===== src/rtl/mst_slot_pkg.sv =====
package mst_slot_pkg;

    localparam int PID_W       = 4;
    localparam int NUM_SLOTS   = 64;
    localparam int NUM_STREAMS = 4;
    localparam int REG_W       = 32;
    localparam int ADDR_W      = 8;

    localparam int SLOTS_PER_WORD = REG_W / PID_W;
    localparam int TBL_WORDS      = NUM_SLOTS / SLOTS_PER_WORD;
    localparam int TBL_IDX_W      = $clog2(TBL_WORDS);
    localparam int SLOT_W         = $clog2(NUM_SLOTS);
    localparam int STREAM_W       = $clog2(NUM_STREAMS);

    localparam logic [ADDR_W-1:0] ADDR_CTRL = 8'hA0;
    localparam logic [ADDR_W-1:0] ADDR_IDS  = 8'hA1;
    localparam logic [ADDR_W-1:0] ADDR_TBL0 = 8'hA2;

    localparam int CTRL_MODE_BIT  = 0;
    localparam int CTRL_FORCE_BIT = 1;

    typedef logic [PID_W-1:0] pid_t;

    typedef struct packed {
        logic                vld;
        logic                idle;
        logic [STREAM_W-1:0] stream;
        pid_t                pid;
    } slot_res_t;

    localparam slot_res_t RES_RESET = '{vld: 1'b0, idle: 1'b1, stream: '0, pid: '0};

    function automatic logic in_table(input logic [ADDR_W-1:0] a);
        return (a >= ADDR_TBL0) && (a < ADDR_W'(ADDR_TBL0 + TBL_WORDS));
    endfunction

endpackage


===== src/rtl/mst_slot_regs.sv =====
module mst_slot_regs
    import mst_slot_pkg::*;
(
    input  logic                                  clk,
    input  logic                                  rst,
    input  logic                                  wr_en,
    input  logic [ADDR_W-1:0]                     wr_addr,
    input  logic [REG_W-1:0]                      wr_data,
    input  logic                                  rd_en,
    input  logic [ADDR_W-1:0]                     rd_addr,
    output logic [REG_W-1:0]                      rd_data,
    output logic                                  mode_mst,
    output logic                                  force_upd,
    output logic [NUM_STREAMS-1:0][PID_W-1:0]     stream_ids,
    output logic [TBL_WORDS-1:0][REG_W-1:0]       shadow
);

    logic [REG_W-1:0]      rd_mux;
    logic [ADDR_W-1:0]     rd_off;
    logic                  wr_ctrl;
    logic                  wr_ids;

    assign wr_ctrl   = wr_en && (wr_addr == ADDR_CTRL);
    assign wr_ids    = wr_en && (wr_addr == ADDR_IDS);
    assign force_upd = wr_ctrl && wr_data[CTRL_FORCE_BIT];

    always_ff @(posedge clk) begin
        if (rst) begin
            mode_mst <= 1'b0;
        end else if (wr_ctrl) begin
            mode_mst <= wr_data[CTRL_MODE_BIT];
        end
    end

    for (genvar s = 0; s < NUM_STREAMS; s++) begin : g_ids
        always_ff @(posedge clk) begin
            if (rst) begin
                stream_ids[s] <= '0;
            end else if (wr_ids) begin
                stream_ids[s] <= wr_data[s*PID_W +: PID_W];
            end
        end
    end

    for (genvar w = 0; w < TBL_WORDS; w++) begin : g_shadow
        localparam logic [ADDR_W-1:0] WORD_ADDR = ADDR_W'(ADDR_TBL0 + w);
        always_ff @(posedge clk) begin
            if (rst) begin
                shadow[w] <= '0;
            end else if (wr_en && (wr_addr == WORD_ADDR)) begin
                shadow[w] <= wr_data;
            end
        end
    end

    assign rd_off = rd_addr - ADDR_TBL0;

    always_comb begin
        rd_mux = '0;
        if (rd_addr == ADDR_CTRL) begin
            rd_mux[CTRL_MODE_BIT] = mode_mst;
        end else if (rd_addr == ADDR_IDS) begin
            for (int s = 0; s < NUM_STREAMS; s++) begin
                rd_mux[s*PID_W +: PID_W] = stream_ids[s];
            end
        end else if (in_table(rd_addr)) begin
            rd_mux = shadow[rd_off[TBL_IDX_W-1:0]];
        end
    end

    always_ff @(posedge clk) begin
        if (rst) begin
            rd_data <= '0;
        end else begin
            rd_data <= rd_en ? rd_mux : '0;
        end
    end

endmodule


===== src/rtl/mst_slot_table.sv =====
module mst_slot_table
    import mst_slot_pkg::*;
(
    input  logic                              clk,
    input  logic                              rst,
    input  logic                              commit,
    input  logic [TBL_WORDS-1:0][REG_W-1:0]   shadow,
    output logic [TBL_WORDS-1:0][REG_W-1:0]   active,
    output logic [NUM_SLOTS-1:0][PID_W-1:0]   entries
);

    always_ff @(posedge clk) begin
        if (rst) begin
            active <= '0;
        end else if (commit) begin
            active <= shadow;
        end
    end

    for (genvar k = 0; k < NUM_SLOTS; k++) begin : g_slot
        localparam int WORD = k / SLOTS_PER_WORD;
        localparam int LSB  = (k % SLOTS_PER_WORD) * PID_W;
        assign entries[k] = active[WORD][LSB +: PID_W];
    end

endmodule


===== src/rtl/mst_slot_lookup.sv =====
module mst_slot_lookup
    import mst_slot_pkg::*;
(
    input  logic                              clk,
    input  logic                              rst,
    input  logic                              slot_vld,
    input  logic [SLOT_W-1:0]                 slot_idx,
    input  logic                              mode_mst,
    input  logic [NUM_SLOTS-1:0][PID_W-1:0]   entries,
    input  logic [NUM_STREAMS-1:0][PID_W-1:0] stream_ids,
    output slot_res_t                         res
);

    pid_t                 entry;
    logic [NUM_STREAMS-1:0] hit;
    logic                 any_hit;
    logic [STREAM_W-1:0]  win;
    slot_res_t            res_nx;

    assign entry = entries[slot_idx];

    for (genvar s = 0; s < NUM_STREAMS; s++) begin : g_match
        assign hit[s] = (entry != '0) && (stream_ids[s] == entry);
    end

    always_comb begin
        any_hit = 1'b0;
        win     = '0;
        for (int s = NUM_STREAMS - 1; s >= 0; s--) begin
            if (hit[s]) begin
                any_hit = 1'b1;
                win     = STREAM_W'(s);
            end
        end
    end

    always_comb begin
        res_nx     = RES_RESET;
        res_nx.vld = slot_vld;
        if (!mode_mst) begin
            res_nx.idle = 1'b0;
        end else if ((slot_idx != '0) && any_hit) begin
            res_nx.idle   = 1'b0;
            res_nx.stream = win;
            res_nx.pid    = entry;
        end
    end

    always_ff @(posedge clk) begin
        if (rst) begin
            res <= RES_RESET;
        end else begin
            res <= res_nx;
        end
    end

endmodule


===== src/rtl/mst_slot_map.sv =====
module mst_slot_map
    import mst_slot_pkg::*;
(
    input  logic                 clk,
    input  logic                 rst,
    input  logic                 reg_wr_en,
    input  logic [ADDR_W-1:0]    reg_wr_addr,
    input  logic [REG_W-1:0]     reg_wr_data,
    input  logic                 reg_rd_en,
    input  logic [ADDR_W-1:0]    reg_rd_addr,
    output logic [REG_W-1:0]     reg_rd_data,
    input  logic                 mtp_start,
    input  logic                 slot_vld,
    input  logic [SLOT_W-1:0]    slot_idx,
    output logic                 out_vld,
    output logic                 out_idle,
    output logic [STREAM_W-1:0]  out_stream,
    output logic [PID_W-1:0]     out_pid
);

    logic                              mode_mst;
    logic                              force_upd;
    logic                              commit;
    logic [NUM_STREAMS-1:0][PID_W-1:0] stream_ids;
    logic [TBL_WORDS-1:0][REG_W-1:0]   shadow;
    logic [TBL_WORDS-1:0][REG_W-1:0]   active;
    logic [NUM_SLOTS-1:0][PID_W-1:0]   entries;
    slot_res_t                         res;

    assign commit = force_upd | mtp_start;

    mst_slot_regs u_regs (
        .clk        (clk),
        .rst        (rst),
        .wr_en      (reg_wr_en),
        .wr_addr    (reg_wr_addr),
        .wr_data    (reg_wr_data),
        .rd_en      (reg_rd_en),
        .rd_addr    (reg_rd_addr),
        .rd_data    (reg_rd_data),
        .mode_mst   (mode_mst),
        .force_upd  (force_upd),
        .stream_ids (stream_ids),
        .shadow     (shadow)
    );

    mst_slot_table u_table (
        .clk     (clk),
        .rst     (rst),
        .commit  (commit),
        .shadow  (shadow),
        .active  (active),
        .entries (entries)
    );

    mst_slot_lookup u_lookup (
        .clk        (clk),
        .rst        (rst),
        .slot_vld   (slot_vld),
        .slot_idx   (slot_idx),
        .mode_mst   (mode_mst),
        .entries    (entries),
        .stream_ids (stream_ids),
        .res        (res)
    );

    assign out_vld    = res.vld;
    assign out_idle   = res.idle;
    assign out_stream = res.stream;
    assign out_pid    = res.pid;

endmodule


===== config.mk =====
export PLATFORM = sky130hd
export DESIGN_NAME = mst_slot_map
export DESIGN_NICKNAME = d
export VERILOG_FILES = /design/src/rtl/mst_slot_pkg.sv /design/src/rtl/mst_slot_regs.sv /design/src/rtl/mst_slot_table.sv /design/src/rtl/mst_slot_lookup.sv /design/src/rtl/mst_slot_map.sv
export SDC_FILE = /design/constraint.sdc
export NUM_CORES = 1
export LEC_CHECK = 0
export BUFFER_PORTS_ARGS = -buffer_cell sky130_fd_sc_hd__buf_2
export CORE_AREA = 5 5 250 252
export DETAILED_ROUTE_END_ITERATION = 7
export DIE_AREA = 0 0 255 257
export GPL_TIMING_DRIVEN = 0
export PLACE_DENSITY = 0.65
export RECOVER_POWER = 50
export SETUP_SLACK_MARGIN = 0.05
export SYNTH_ARGS = -nofsm -noshare
export SYNTH_HDL_FRONTEND = slang
export SYNTH_SLANG_ARGS = --single-unit
export TNS_END_PERCENT = 10

===== constraint.sdc =====
create_clock -name clk -period 4.28 [get_ports clk]
set_clock_uncertainty 0.1 [all_clocks]
set_input_delay 0.642 -clock clk [delete_from_list [all_inputs] [get_ports clk]]
set_output_delay 0.642 -clock clk [all_outputs]
set_load 0.03 [all_outputs]

==> flow_summary.ini <==
[layout]
mostFrequentLayoutCell = nand2_1
final_cell_mix = 1076 x nand2_1, 569 x dfxtp_1, 546 x a21oi_1, 260 x clkbuf_1, 117 x mux4_2
fin_util = 0.451
area_growth_pct = 13.6
fillCellCount = 5981
drive_gt1_frac = 0.0990
stdcell_count = 3786
multi_input_area_sq_mm = 0.0113
fin_nets = 3012
regArea_sq_mm = 0.0114

[clock_tree]
insertion_delay_ps = 640
cts.clk_slew.worst_paths_ps = 70
cts_tree = yes
numCtsBuffers = 58
clockRootBuffer = clkbuf_16
cts_sinks = 569
hold_buffers = 0
ctsLongestPathBuffers = 3
postCtsSetupBuffers = 0
htree_num_levels = 2

[grt]
grt_util_all_layers = 0.280
grt_pass1_wl_mm = 136
first_global_vias = 19900
grtUsageMet1 = 0.401
antenna_found_initial = 9
grt_busiest_layer = met1
grt_max_degree = 15
gr-total-overflow = 0
grtUsageMet3 = 0.0746
grt.met2_usage = 0.397

[floorplan]
coreArea_sq_mm = 0.0599
start_util = 0.397
die_x_um = 255
die_area_sq_mm = 0.0655
ioPinCount = 100
std_cell_rows = 90
die_h_um = 257

[routing]
via_count = 21800
initialDrtViolationCount = 2879
via_per_inst = 5.77
wl_mm = 95.1
first_pass_iters = 6
routedWlPerCell_um = 25.1
drc = 0
ant_nets = 0

[timing]
worst_slew_pin_slew_ps = 1820
hold_viol = 0
min_period_ps = 3990
rsz0062_at_grt = no
final.setup.worst_slack_ps = 287
setup_violations = 0
hold_slack_ps = 120
max_freq_ghz = 0.250
slew_viol_final = 18
period_share = 0.933
slew-limit-headroom = -0.224

[setup_path]
arrival_ps = 4460
start_kind = input pin
worstPathRequired_ps = 4740
critical_path_class = input pin to flop
cp_common_cell = buf_2
cpMaxStageDelayCell = mux4_2
worstSetupEndpointType = flop
cpPeakStageDelay_ps = 610
rrSetupSlack_ps = 770
cp_cell_sequence = buf_2, buf_2, clkbuf_4, mux4_2, mux2i_1, a22oi_1, nand4_1, o21ai_1, a211o_1, a2111oi_2, and4bb_4, nor3b_2
crit_path_max_fanout = 10

[synthesis]
synth-async-reset-ratio = 0
synth_cell_type_count = 60
syn-cell-area_sq_mm = 0.0238
synth_cells = 2826
syn_nets = 2887
ys.flop_type = dfxtp_1
synth_edf_count = 0
avgSynthCellArea_sq_um = 8.41
yosysSeqAreaShare = 0.479
ys_ff_latch = 569
yosysWarnings = 0

[worst_hold_path]
hp-class = input pin to flop

[placed_design]
place_inst = 3673
dp_hpwl_mm = 71.3
post-place-ws_ps = -365
io_buffers = 64
gp_congestion = 1.01

[run]
maxCapViolations = 3

[status]
violations = capacitance limit, slew limit
outcome = finished with violations

[power]
power-per-cell-area_mw_per_mm2 = 416
p_leak_uw = 0.00859
peakVddDrop_v = 0.000329
metrics by stage:
stage	TNS, ps	area (sq um)	total power (uW)
detailed placement	-2070	25100	6050
floorplan	0	23800	5800
global route	0	27000	11500
CTS	0	27000	11200
finish	0	27000	11200
global placement	-1920	25100	6050
kinds of logic after synthesis:
group	Yosys count	share of synthesized area
buf+inv	258	0.0438
flops	569	0.479
mux	183	0.141
compound gates	596	0.132
simple gates	1207	0.199
fa+ha+maj	1	0.000527
xor+xnor	12	0.00442
report_power, final:
part           switching [uW]  internal (uW)  leakage, uW  total [uW]
Combinational             491            154      0.00304         645
Clock                    2220           3070     0.000970        5290
Sequential               5.23           5300      0.00458        5300
Total                    2710           8530      0.00859       11200
Yosys cell counts (all sizes together), types with 5 or more instances:
master  number  area [sq um]
nand2     1076          4040
nor3        11          65.1
o21ai        9          45.0
mux2i       55           551
nor2b       10          62.6
nand3       21           105
buf         31           169
inv          7          26.3
nor2        58           225
a21oi      547          2740
mux4       119          2690
xor2         5          43.8
clkbuf     220           846
a22oi       11          82.6
xnor2        7          61.3
mux2         9           101
dfxtp      569         11400
flip-flops by register name, indices dropped and copies added (netlist names):
signal,cells
u_regs.stream_ids,16
u_table.active,256
u_regs.mode_mst,1
u_lookup.res,8
u_regs.rd_data,32
u_regs.shadow,256
final timing paths:
path                                         start                               end  depth (start not counted)
setup / recovery                       slot_idx[0]        u_lookup.res[1]$_SDFF_PP0_                         12
hold / removal                            slot_vld        u_lookup.res[7]$_SDFF_PP0_                          2
setup reg to reg   u_table.active[26]$_SDFFE_PP0P_        u_lookup.res[1]$_SDFF_PP0_                          9
hold reg to reg   u_table.active[181]$_SDFFE_PP0P_  u_table.active[181]$_SDFFE_PP0P_                          2
metal layers:
| layer | routed length (um) | up-vias | share of wire |
|---|---|---|---|
| li1 | - | 9727 | - |
| met1 | 38200 | 10500 | 0.40 |
| met2 | 39100 | 1384 | 0.41 |
| met3 | 12600 | 254 | 0.13 |
| met4 | 5090 | 10 | 0.054 |
| met5 | 67 | - | 0.00070 |
worst max-delay path, delay by kind of cell:
family,cells,cell delay (ps)
AO/OA/AOI/OAI,4,1150
AND/OR/NAND/NOR,3,630
buffers and inverters,3,1070
multiplexers,2,920
cell type report:
type                            instances  share of cell area
Antenna cell                            4            0.000371
Buffer                                251              0.0377
Clock buffer                           86              0.0636
Clock inverter                         23             0.00941
Inverter                                7            0.000973
Multi-Input combinational cell       1999               0.420
Sequential cell                       569               0.422
Tap cell                              782              0.0362
Timing Repair Buffer                   65              0.0101
repair_timing:
item | 4_1_cts | 5_1_grt
resized for setup | 0 | 1
hold endpoints to repair | 0 | 0
endpoints found under the setup margin | 0 | 1
Power figures use the tool's default switching activity.
